**src/rtl/ea_gen.sv**
```systemverilog
module ea_gen #(
  parameter int AW   = 64,
  parameter int DW   = 32,
  parameter int NREG = 16
) (
  input  logic                    clk,
  input  logic                    rst_n,
  input  logic                    in_valid,
  input  logic [1:0]              mode,
  input  logic                    base_vld,
  input  logic [$clog2(NREG)-1:0] base_reg,
  input  logic                    idx_vld,
  input  logic [$clog2(NREG)-1:0] idx_reg,
  input  logic [1:0]              scale,
  input  logic [DW-1:0]           disp,
  input  logic                    rip_rel,
  input  logic [AW-1:0]           next_ip,
  input  logic                    ovr_vld,
  input  logic [2:0]              ovr_seg,
  output logic [$clog2(NREG)-1:0] rf_base_sel,
  output logic [$clog2(NREG)-1:0] rf_idx_sel,
  input  logic [AW-1:0]           rf_base_val,
  input  logic [AW-1:0]           rf_idx_val,
  output logic                    out_valid,
  output logic [AW-1:0]           out_ea,
  output logic [2:0]              out_seg,
  output logic                    out_illegal
);
  localparam int RW = $clog2(NREG);
  localparam logic [1:0] M16 = 2'd0, M32 = 2'd1, M64 = 2'd2;
  localparam logic [2:0] SEG_SS = 3'd2, SEG_DS = 3'd3;
  localparam logic [RW-1:0] R_BX = RW'(3), R_SP = RW'(4), R_BP = RW'(5),
                            R_SI = RW'(6), R_DI = RW'(7);

  assign rf_base_sel = base_reg;
  assign rf_idx_sel  = idx_reg;

  logic [AW-1:0] disp_x, base_t, idx_t, sum, ea_w;
  assign disp_x = {{(AW-DW){disp[DW-1]}}, disp};
  assign base_t = base_vld ? rf_base_val : '0;
  assign idx_t  = idx_vld  ? (rf_idx_val << scale) : '0;
  assign sum    = rip_rel ? next_ip + disp_x : base_t + idx_t + disp_x;

  always_comb begin
    case (mode)
      M16:     ea_w = {{(AW-16){1'b0}}, sum[15:0]};
      M32:     ea_w = {{(AW-32){1'b0}}, sum[31:0]};
      default: ea_w = sum;
    endcase
  end

  logic high_reg, bad;
  assign high_reg = (base_vld && base_reg >= RW'(8)) || (idx_vld && idx_reg >= RW'(8));

  always_comb begin
    bad = 1'b0;
    if (mode == 2'd3) bad = 1'b1;
    if (idx_vld && idx_reg == R_SP) bad = 1'b1;
    if (rip_rel && (mode != M64 || base_vld || idx_vld)) bad = 1'b1;
    if (mode != M64 && high_reg) bad = 1'b1;
    if (mode == M16) begin
      if (base_vld && base_reg != R_BX && base_reg != R_BP) bad = 1'b1;
      if (idx_vld && idx_reg != R_SI && idx_reg != R_DI) bad = 1'b1;
      if (scale != 2'd0) bad = 1'b1;
    end
  end

  logic [2:0] seg_w;
  assign seg_w = ovr_vld ? ovr_seg :
                 (base_vld && !rip_rel && (base_reg == R_SP || base_reg == R_BP)) ? SEG_SS : SEG_DS;

  always_ff @(posedge clk or negedge rst_n) begin
    if (!rst_n) begin
      out_valid   <= 1'b0;
      out_ea      <= '0;
      out_seg     <= SEG_DS;
      out_illegal <= 1'b0;
    end else begin
      out_valid <= in_valid;
      if (in_valid) begin
        out_ea      <= bad ? '0 : ea_w;
        out_seg     <= seg_w;
        out_illegal <= bad;
      end
    end
  end

  assert_valid_latency_R11: assert property (@(posedge clk) disable iff (!rst_n)
    out_valid == $past(in_valid));
  assert_hold_idle_R11: assert property (@(posedge clk) disable iff (!rst_n)
    !in_valid |=> $stable(out_ea) && $stable(out_seg) && $stable(out_illegal));
  assert_sp_index_flag_R3: assert property (@(posedge clk) disable iff (!rst_n)
    in_valid && idx_vld && idx_reg == R_SP |=> out_illegal && out_ea == '0);
  assert_override_wins_R10: assert property (@(posedge clk) disable iff (!rst_n)
    in_valid && ovr_vld |=> out_seg == $past(ovr_seg));
  assert_wrap16_R6: assert property (@(posedge clk) disable iff (!rst_n)
    in_valid && mode == M16 |=> out_ea[AW-1:16] == '0);
  assert_wrap32_R7: assert property (@(posedge clk) disable iff (!rst_n)
    in_valid && mode == M32 |=> out_ea[AW-1:32] == '0);
endmodule

```
**config.mk**
```make
export PLATFORM = sky130hd
export DESIGN_NAME = ea_gen
export DESIGN_NICKNAME = d
export VERILOG_FILES = /design/src/rtl/ea_gen.sv
export SDC_FILE = /design/constraint.sdc
export NUM_CORES = 1
export LEC_CHECK = 0
export BUFFER_PORTS_ARGS = -buffer_cell sky130_fd_sc_hd__clkbuf_2
export CORE_ASPECT_RATIO = 0.5
export CORE_MARGIN = 8
export CORE_UTILIZATION = 57
export CTS_CLUSTER_SIZE = 25
export DETAILED_ROUTE_END_ITERATION = 7
export PLACE_DENSITY = 0.88
export SYNTH_ARGS = -nofsm -noshare
export SYNTH_HDL_FRONTEND = slang
export SYNTH_SLANG_ARGS = --single-unit
```
**constraint.sdc**
```tcl
create_clock -name clk -period 1.35 [get_ports clk]
set_input_delay 0.0675 -clock clk [delete_from_list [all_inputs] [get_ports clk]]
set_output_delay 0.0675 -clock clk [all_outputs]
set_load 0.05 [all_outputs]
```
==> reports/metrics.yaml, run 1 <==
logic_synthesis:
  synth_edf_count: 0
  synth_area_mm2: 0.0139
  synth_area_per_cell_um2: 7.72
  syn_inst: 1798
  synth_fa_ha_area_frac: 0.206
  muxShareOfSynthArea: 0.0617
  async_reset_ff_frac: 1.00
  synth_compound_area_frac: 0.272
  synth_top_family_by_area: "compound AO/OA/AOI/OAI gates"
  synthesis.nets: 2234
  synthSimpleGateAreaFrac: 0.222
  synth_ff_type: "dfrtp_1"
  synth-seq-area-share: 0.125
  yosysWarnings: 0
  synth-xor-area-share: 0.0700
  yosys_register_bits: 69
  yosysUniqueCellTypes: 78
clock_network:
  cts_buffers: 9
  clockBufferDepth: 2
  clock-sinks: 69
  htree_levels: 3
  cts-root-buf: "clkbuf_16"
floorplan:
  die_width_um: 237
  pin_count: 323
  start_util: 0.579
  core.rowCount: 40
  die_h_um: 126
placed_design:
  port_buffers: 322
  hpwl_um: 50700
  place_ws_ns: -2.90
  routabilityCongestion: 1.06
status:
  haltStage: "global routing (5_1_grt)"
  outcome: "stopped before the end"
  tool.error: "[ERROR GRT-0116] Global routing finished with congestion. Check the congestion regions in the DRC Viewer."
global_routing:
  overflow: 3
  grt.total_usage: 0.717
  grt_max_degree: 48
  first_global_vias: 25427
  grt_pass1_wl_um: 162000
[what timing repair did]
item | 4_1_cts
resized for setup | 123
endpoints found under the hold margin | 72
gates cloned | 1
pin swaps | 57
buffers inserted | 21
endpoints found under the setup margin | 63
hold buffers | 6
[layer usage]
metal	GRT overflow	track usage
met1	1	0.671
met2	1	0.841
met3	1	0.686
met4	0	0.677
met5	0	0.509
[stage by stage]
step,hold WS (ns),cell area [um^2],instances,util
3_5_place_dp,0.0000196,19800,2863,0.827
3_3_place_gp,-0.000157,19800,2863,0.827
2_1_floorplan,-0.228,14300,1798,-
4_1_cts,0.0154,21000,2905,0.878
[cell families after synthesis]
logic type,after synthesis
muxes,75
AOI/OAI and AO/OA,565
xor gates and xnor gates,111
DFF,69
buffers and inverters,148
and+or+nand+nor,640
adders and majority gates,190
[cell usage after synthesis (4+ instances only)]
cell,number,area share
a21o_1,58,0.031
o21a_1,16,0.0087
ha_1,125,0.11
nor2_1,116,0.031
mux2_2,4,0.0032
buf_1,12,0.0032
o2111ai_1,4,0.0025
mux4_2,8,0.013
nor2b_1,13,0.0059
a22oi_1,7,0.0038
a221o_1,22,0.016
inv_1,33,0.0089
or2_2,4,0.0018
o211ai_1,15,0.0081
nor3_1,30,0.011
o2bb2ai_1,29,0.018
buf_4,8,0.0043
o221ai_1,8,0.0050
dfrtp_1,67,0.12
mux2i_1,62,0.045
o21bai_1,27,0.015
nand2b_1,9,0.0041
a31oi_1,11,0.0050
o311ai_1,4,0.0025
o211a_1,8,0.0058
xor2_1,35,0.022
a211oi_1,17,0.0092
fa_1,65,0.094
o31ai_1,8,0.0043
clkbuf_1,79,0.021
nand4_1,43,0.019
or3_1,5,0.0023
and3_1,56,0.025
and2_1,76,0.034
nor4_1,7,0.0032
a21oi_1,173,0.062
buf_2,13,0.0047
a221oi_1,5,0.0032
o21ai_0,107,0.039
xnor2_1,76,0.048
a21boi_0,8,0.0043
nand2_1,242,0.065
o21ai_1,6,0.0022
nand3_1,24,0.0087
a21oi_2,5,0.0032
==> run 2: changes to the inputs <==
==> config.mk (replaced) <==
export PLATFORM = sky130hd
export DESIGN_NAME = ea_gen
export DESIGN_NICKNAME = d
export VERILOG_FILES = /design/src/rtl/ea_gen.sv
export SDC_FILE = /design/constraint.sdc
export NUM_CORES = 1
export LEC_CHECK = 0
export BUFFER_PORTS_ARGS = -buffer_cell sky130_fd_sc_hd__clkbuf_2
export CORE_MARGIN = 8
export CORE_UTILIZATION = 40
export DETAILED_ROUTE_END_ITERATION = 7
export PLACE_DENSITY_LB_ADDON = 0.15
export SYNTH_ARGS = -nofsm -noshare
export SYNTH_HDL_FRONTEND = slang
export SYNTH_SLANG_ARGS = --single-unit
==> run 2 against run 1 <==
Effect of this change:
- the flow now finishes, with violations (setup timing)
- synthesized area is the same
- synthesized cell count is the same
==> reports/metrics.yaml, run 2 <==
sta:
  slew-limit-headroom: 0.601
  fin_worst_skew_ns: 0
  max_freq_ghz: 0.272
  period_share: 2.72
  tightestPinTransition_ns: 0.599
  setup_viol: 63
  hold_violations: 0
  timing.hold.ws_ns: 0.0267
  fin_crit_ns: 3.67
  drv_slew: 0
  rsz0062_at_grt: "yes"
  worst_slack_ns: -2.32
logic_synthesis:
  synth_top_family_by_area: "compound AO/OA/AOI/OAI gates"
  synth_commonest_cells: "nand2_1 (242), a21oi_1 (173), ha_1 (125)"
  synth_fa_ha_area_frac: 0.206
  muxShareOfSynthArea: 0.0617
  async_reset_ff_frac: 1.00
  synthSimpleGateAreaFrac: 0.222
  synth-xor-area-share: 0.0700
  synth-seq-area-share: 0.125
  synth_top_area_share: 0.121
  synth_edf_count: 0
  synth_ff_type: "dfrtp_1"
  synth_area_mm2: 0.0139
  yosysWarnings: 0
  synthesis.nets: 2234
  synth_area_per_cell_um2: 7.72
  yosysUniqueCellTypes: 78
  synth_compound_area_frac: 0.272
  syn_inst: 1798
  yosys_register_bits: 69
  synthTopCellsByArea: "dfrtp_1 (12%), ha_1 (11%), fa_1 (9.4%)"
  synthMostInstantiatedCell: "nand2_1"
  yosys.area.top_type: "dfrtp_1"
critical_path:
  cp-endpoint: "out_ea[60]"
  cpMostUsedCell: "buf_16"
  rrSetupSlack_ns: 0.14
  cp.arrival_ns: 3.91
  critPathMaxFanout: 6
  end_kind: "register"
  critical_path_buf_inv_count: 4
  path_cells: "buf_16 > buf_12 > buf_16 > mux2i_4 > nand2_2 > o211a_1 > fa_1 > ha_4 > and2_4 > buf_4 > and3_4 > o21ai_4 > o2111ai_4 > a31oi_4 > o31ai_4 > nand2_1 > o31a_1 > xnor2_1 > a211o_1"
  cp_slowest_cell: "fa_1"
  critPathRequiredTime_ns: 1.59
  crit_family: "compound AO/OA/AOI/OAI gates"
  reg2reg_to: "out_ea[63]"
  crit_start: "scale[0]"
  rr_worst_depth: 5
  r2r-start: "out_ea[63]"
  critical-path-max-stage-delay_ns: 0.48
  path_class: "primary input to register"
  critical_path_depth: 19
  startpoint_type: "primary input"
final_layout:
  top_register: "out_ea"
  nFillCells: 2912
  layout_common_cells: "buf_4 (563), clkbuf_2 (318), nand2_1 (229)"
  syn_to_final_growth_pct: 66.2
  regArea_mm2: 0.00173
  final_common_cell: "buf_4"
  nets: 3093
  multi_input_area_mm2: 0.0133
  largest_reg_flops: 64
  top_regs: "out_ea x64, out_seg x3"
  layout-drive-gt1-share: 0.471
global_routing:
  grt_max_degree: 45
  grt_pass1_wl_um: 95100
  grt.total_usage: 0.286
  met1_usage: 0.383
  grtUsageMet2: 0.473
  top_usage_layer: "met2"
  overflow: 0
  grt_use_met3: 0.0323
  antenna_found_initial: 4
  first_global_vias: 17370
power_and_ir_drop:
  power_frac_comb: 0.751
  power_mw: 20.6
  pwr-share-seq: 0.117
  p_leak_nw: 11.3
  switching_share: 0.449
  power_switching_mw: 9.26
  internal_power_mw: 11.4
  p_per_area_mw_per_mm2: 894
  irDropWorstVdd_mv: 0.555
  clkPwrFrac: 0.132
clock_network:
  clockBufferDepth: 2
  clock-sinks: 69
  path_clk_slew_ns: 0.06
  cts_buffers: 9
  cts-root-buf: "clkbuf_16"
  cts_tree: "done"
  htree_levels: 3
  clk_latency_ns: 0.35
floorplan:
  die_h_um: 202
  core.rowCount: 68
  pin_count: 323
  start_util: 0.404
  die_width_um: 202
  core_area_mm2: 0.0344
  fp.dieArea_mm2: 0.0409
drt:
  detail_route.wl_per_cell_um: 19.9
  ant_nets: 0
  drt_first_iter_violations: 1131
  dr_total_vias: 17181
  dr.pass1.iters: 5
  drt-total-wl_um: 62200
  drc: 0
  avgViaCountPerCell: 5.50
status:
  failed_checks: "setup timing"
  outcome: "complete, but fails checks"
placed_design:
  port_buffers: 322
  routabilityCongestion: 0.931
  hpwl_um: 50400
run:
  drv_cap: 0
min_path:
  hold_class: "primary input to register"
  hold_start: "ovr_seg[0]"
[run 2: worst reg2reg max path, stage by stage, from the launching register on]
cell	delay, ns
dfrtp_1	0.37
nor2b_1	0.15
nor4_1	0.32
nand2_2	0.09
o211ai_1	0.08
nand3_1	0.09
[run 2: timing repair]
action / in CTS / in global routing
pin swaps: 78 / 111
setup buffers: 33 / 32
endpoints found under the setup margin: 63 / 65
hold buffers: 4 / 1
resized for setup: 179 / 177
gates cloned: 2 / 4
endpoints found under the hold margin: 29 / 1
[run 2: kinds of logic (layout without fill, tap and decap cells)]
logic type | count (synthesis) | in the layout
adder cells (fa/ha/maj) | 190 | 190
buffers and inverters | 148 | 1012
XOR/XNOR | 111 | 111
flip-flops | 69 | 69
multiplexers | 75 | 75
AND/OR/NAND/NOR | 640 | 640
AO/OA/AOI/OAI | 565 | 565
other | 0 | 4
[run 2: worst min path at each step]
stage                       to  slack (ns)  cells past startpoint
global placement    out_ea[15]        0.06                      1
floorplan            out_ea[0]       -0.23                      0
CTS                 out_seg[2]        0.01                      3
detailed placement  out_ea[11]        0.07                      1
finish              out_seg[0]        0.03                      3
global route         out_valid        0.06                      2
[run 2: final cells by class]
cell class | instances | share of cell area
Antenna cell | 4 | 0.000434
Clock buffer | 9 | 0.00976
Clock inverter | 7 | 0.00423
Inverter | 35 | 0.00580
Multi-Input combinational cell | 1581 | 0.576
Sequential cell | 69 | 0.0750
Tap cell | 455 | 0.0247
Timing Repair Buffer | 961 | 0.304
[run 2: per-layer routing]
layer  wire length, um  share of wire
met1             27500           0.44
met2             29500           0.47
met3              3340          0.054
met4              1910          0.031
met5                 0              0
[run 2: power by group through the flow]
| stage | Combinational (mW) | Sequential, mW | Clock [mW] |
|---|---|---|---|
| after floorplan | 6.45 | 3.08 | 0 |
| after global placement | 12.8 | 2.44 | 0 |
| after detailed placement | 12.9 | 2.44 | 0 |
| after CTS | 14.1 | 2.41 | 2.73 |
| after global routing | 16.6 | 2.43 | 2.83 |
| final | 15.5 | 2.42 | 2.72 |
[run 2: metrics by stage]
| stage | instance area (um^2) | setup WS, ns | std cells | util | TNS, ns |
|---|---|---|---|---|---|
| global placement | 20400 | -2.94 | 3043 | 0.593 | -154.05 |
| finish | 23100 | -2.32 | 3121 | 0.671 | -120.87 |
| CTS | 21900 | -2.22 | 3094 | 0.636 | -115.71 |
| global route | 23100 | -2.38 | 3121 | 0.671 | -126.47 |
| detailed placement | 20400 | -3.07 | 3043 | 0.593 | -156.51 |
| floorplan | 14300 | -2.39 | 1798 | - | -119.29 |
(Power assumes the default switching activity.)
==> run 3: changes to the inputs <==
--- a/config.mk
+++ b/config.mk
@@ -9,7 +9,7 @@
 export CORE_MARGIN = 8
 export CORE_UTILIZATION = 40
 export DETAILED_ROUTE_END_ITERATION = 7
-export PLACE_DENSITY_LB_ADDON = 0.15
+export PLACE_DENSITY = 0.7
 export SYNTH_ARGS = -nofsm -noshare
 export SYNTH_HDL_FRONTEND = slang
 export SYNTH_SLANG_ARGS = --single-unit
==> constraint.sdc (replaced) <==
create_clock -name clk -period 3.5 [get_ports clk]
set_input_delay 0.175 -clock clk [delete_from_list [all_inputs] [get_ports clk]]
set_output_delay 0.175 -clock clk [all_outputs]
set_load 0.05 [all_outputs]
==> run 3 against run 2 <==
Effect of this change:
- the run still ends with setup timing left
- core utilization down 8.4 points
- via count down 5.6%
- register-to-register slack better by 2.2 ns
- critical path type unchanged
- largest cell class unchanged
==> reports/metrics.yaml, run 3 (synthesis gave the netlist of run 2 again) <==
critical_path:
  crit_start: "scale[0]"
  cp-endpoint: "out_ea[60]"
  rr_worst_depth: 5
  end_kind: "register"
  cp.arrival_ns: 4.04
  critPathRequiredTime_ns: 3.74
  rrSetupSlack_ns: 2.29
  critPathMaxFanout: 8
  r2r-start: "out_ea[63]"
  reg2reg_to: "out_ea[63]"
  path_class: "primary input to register"
  startpoint_type: "primary input"
drt:
  detail_route.wl_per_cell_um: 20.9
  dr_total_vias: 16220
  drt-total-wl_um: 59200
  avgViaCountPerCell: 5.71
  ant_nets: 0
  drt_first_iter_violations: 1342
  drc: 0
  dr.pass1.iters: 7
sta:
  tns_ns: -4.62
  hold_violations: 0
  period_share: 1.09
  max_freq_ghz: 0.263
  timing.hold.ws_ns: 0.0435
  fin_crit_ns: 3.80
  setup_viol: 33
  drv_slew: 0
  fin_worst_skew_ns: 0
  tightestPinTransition_ns: 0.992
  rsz0062_at_grt: "yes"
  worst_slack_ns: -0.303
  slew-limit-headroom: 0.338
placed_design:
  place_ws_ns: -1.02
  hpwl_um: 47800
  post_dp_cell_area_mm2: 0.0182
  routabilityCongestion: 0.950
  port_buffers: 322
  place_inst: 2770
floorplan:
  core_area_mm2: 0.0344
  die_width_um: 202
  start_util: 0.404
  pin_count: 323
  core.rowCount: 68
  fp.dieArea_mm2: 0.0409
  die_h_um: 202
power_and_ir_drop:
  irDropWorstVdd_mv: 0.195
  power_mw: 7.21
  p_leak_nw: 9.67
  p_per_area_mw_per_mm2: 357
final_layout:
  diodes: 0
  top_register: "out_ea"
  layout-drive-gt1-share: 0.384
  syn_to_final_growth_pct: 45.4
  layout_common_cells: "buf_4 (332), clkbuf_2 (319), nand2_1 (237)"
  final_area_mm2: 0.0202
  stdcell_count: 2840
  top_regs: "out_ea x64, out_seg x3"
  final_common_cell: "buf_4"
  regArea_mm2: 0.00173
  nFillCells: 3159
  final_util: 0.587
  multi_input_area_mm2: 0.0129
  largest_reg_flops: 64
  nets: 2816
clock_network:
  clockBufferDepth: 2
  htree_levels: 3
  cts-root-buf: "clkbuf_16"
  cts_tree: "done"
  clock-sinks: 69
  cts_buffers: 9
  path_clk_slew_ns: 0.06
  clk_latency_ns: 0.35
global_routing:
  grtUsageMet2: 0.437
  grt_pass1_wl_um: 89400
  grt_max_degree: 70
  first_global_vias: 16294
  overflow: 0
  top_usage_layer: "met2"
  grt_use_met3: 0.0442
  met1_usage: 0.352
  antenna_found_initial: 1
  grt.total_usage: 0.271
status:
  failed_checks: "setup timing"
  outcome: "complete, but fails checks"
min_path:
  hold_class: "primary input to register"
run:
  drv_cap: 0
[run 3: where the power goes]
group | switching, mW | internal [mW] | total [mW]
logic | 2.89 | 2.40 | 5.29
clock network | 0.404 | 0.593 | 0.997
registers | 0.0541 | 0.873 | 0.927
total | 3.35 | 3.87 | 7.21
[run 3: per-layer routing]
metal	routed length, um	share of wire
met5	16	0.00027
met4	2580	0.043
met3	3810	0.064
met2	27400	0.46
met1	25400	0.43
[run 3: critical path, stage by stage]
cell	delay, ns
buf_16	0.15
buf_12	0.16
mux2_4	0.31
o211a_1	0.21
fa_1	0.49
ha_4	0.31
and2_4	0.14
buf_4	0.10
and3_4	0.20
o21ai_4	0.11
buf_6	0.14
o2111ai_4	0.26
a31oi_4	0.15
o31ai_4	0.32
nand2_1	0.15
o31a_1	0.27
xnor2_1	0.13
a211o_1	0.25
[run 3: cell type report]
cell class | instances | area share
inverters | 35 | 0.00651
clock inverters | 3 | 0.00217
clock buffers | 13 | 0.0129
well taps | 455 | 0.0282
multi-input cells | 1581 | 0.637
repair buffers | 684 | 0.227
flip-flops and latches | 69 | 0.0857
[run 3: repair_timing]
item | 4_1_cts | 5_1_grt
pin swaps | 67 | 58
hold buffers | 2 | 0
endpoints found under the setup margin | 39 | 42
endpoints found under the hold margin | 6 | 0
buffers inserted | 30 | 22
gates resized for setup | 134 | 99
gates cloned | 4 | 0
[run 3: how the worst min path moves through the flow]
| stage | start | to | slack [ns] | depth (start not counted) |
|---|---|---|---|---|
| finish | ovr_vld | out_seg[1] | 0.04 | 2 |
| global route | ovr_vld | out_seg[1] | 0.06 | 2 |
| CTS | ovr_vld | out_seg[1] | 0.03 | 2 |
| detailed placement | rst_n | out_ea[13] | 0.37 | 1 |
| global placement | rst_n | out_ea[13] | 0.36 | 1 |
| floorplan | rst_n | out_ea[0] | -0.12 | 0 |
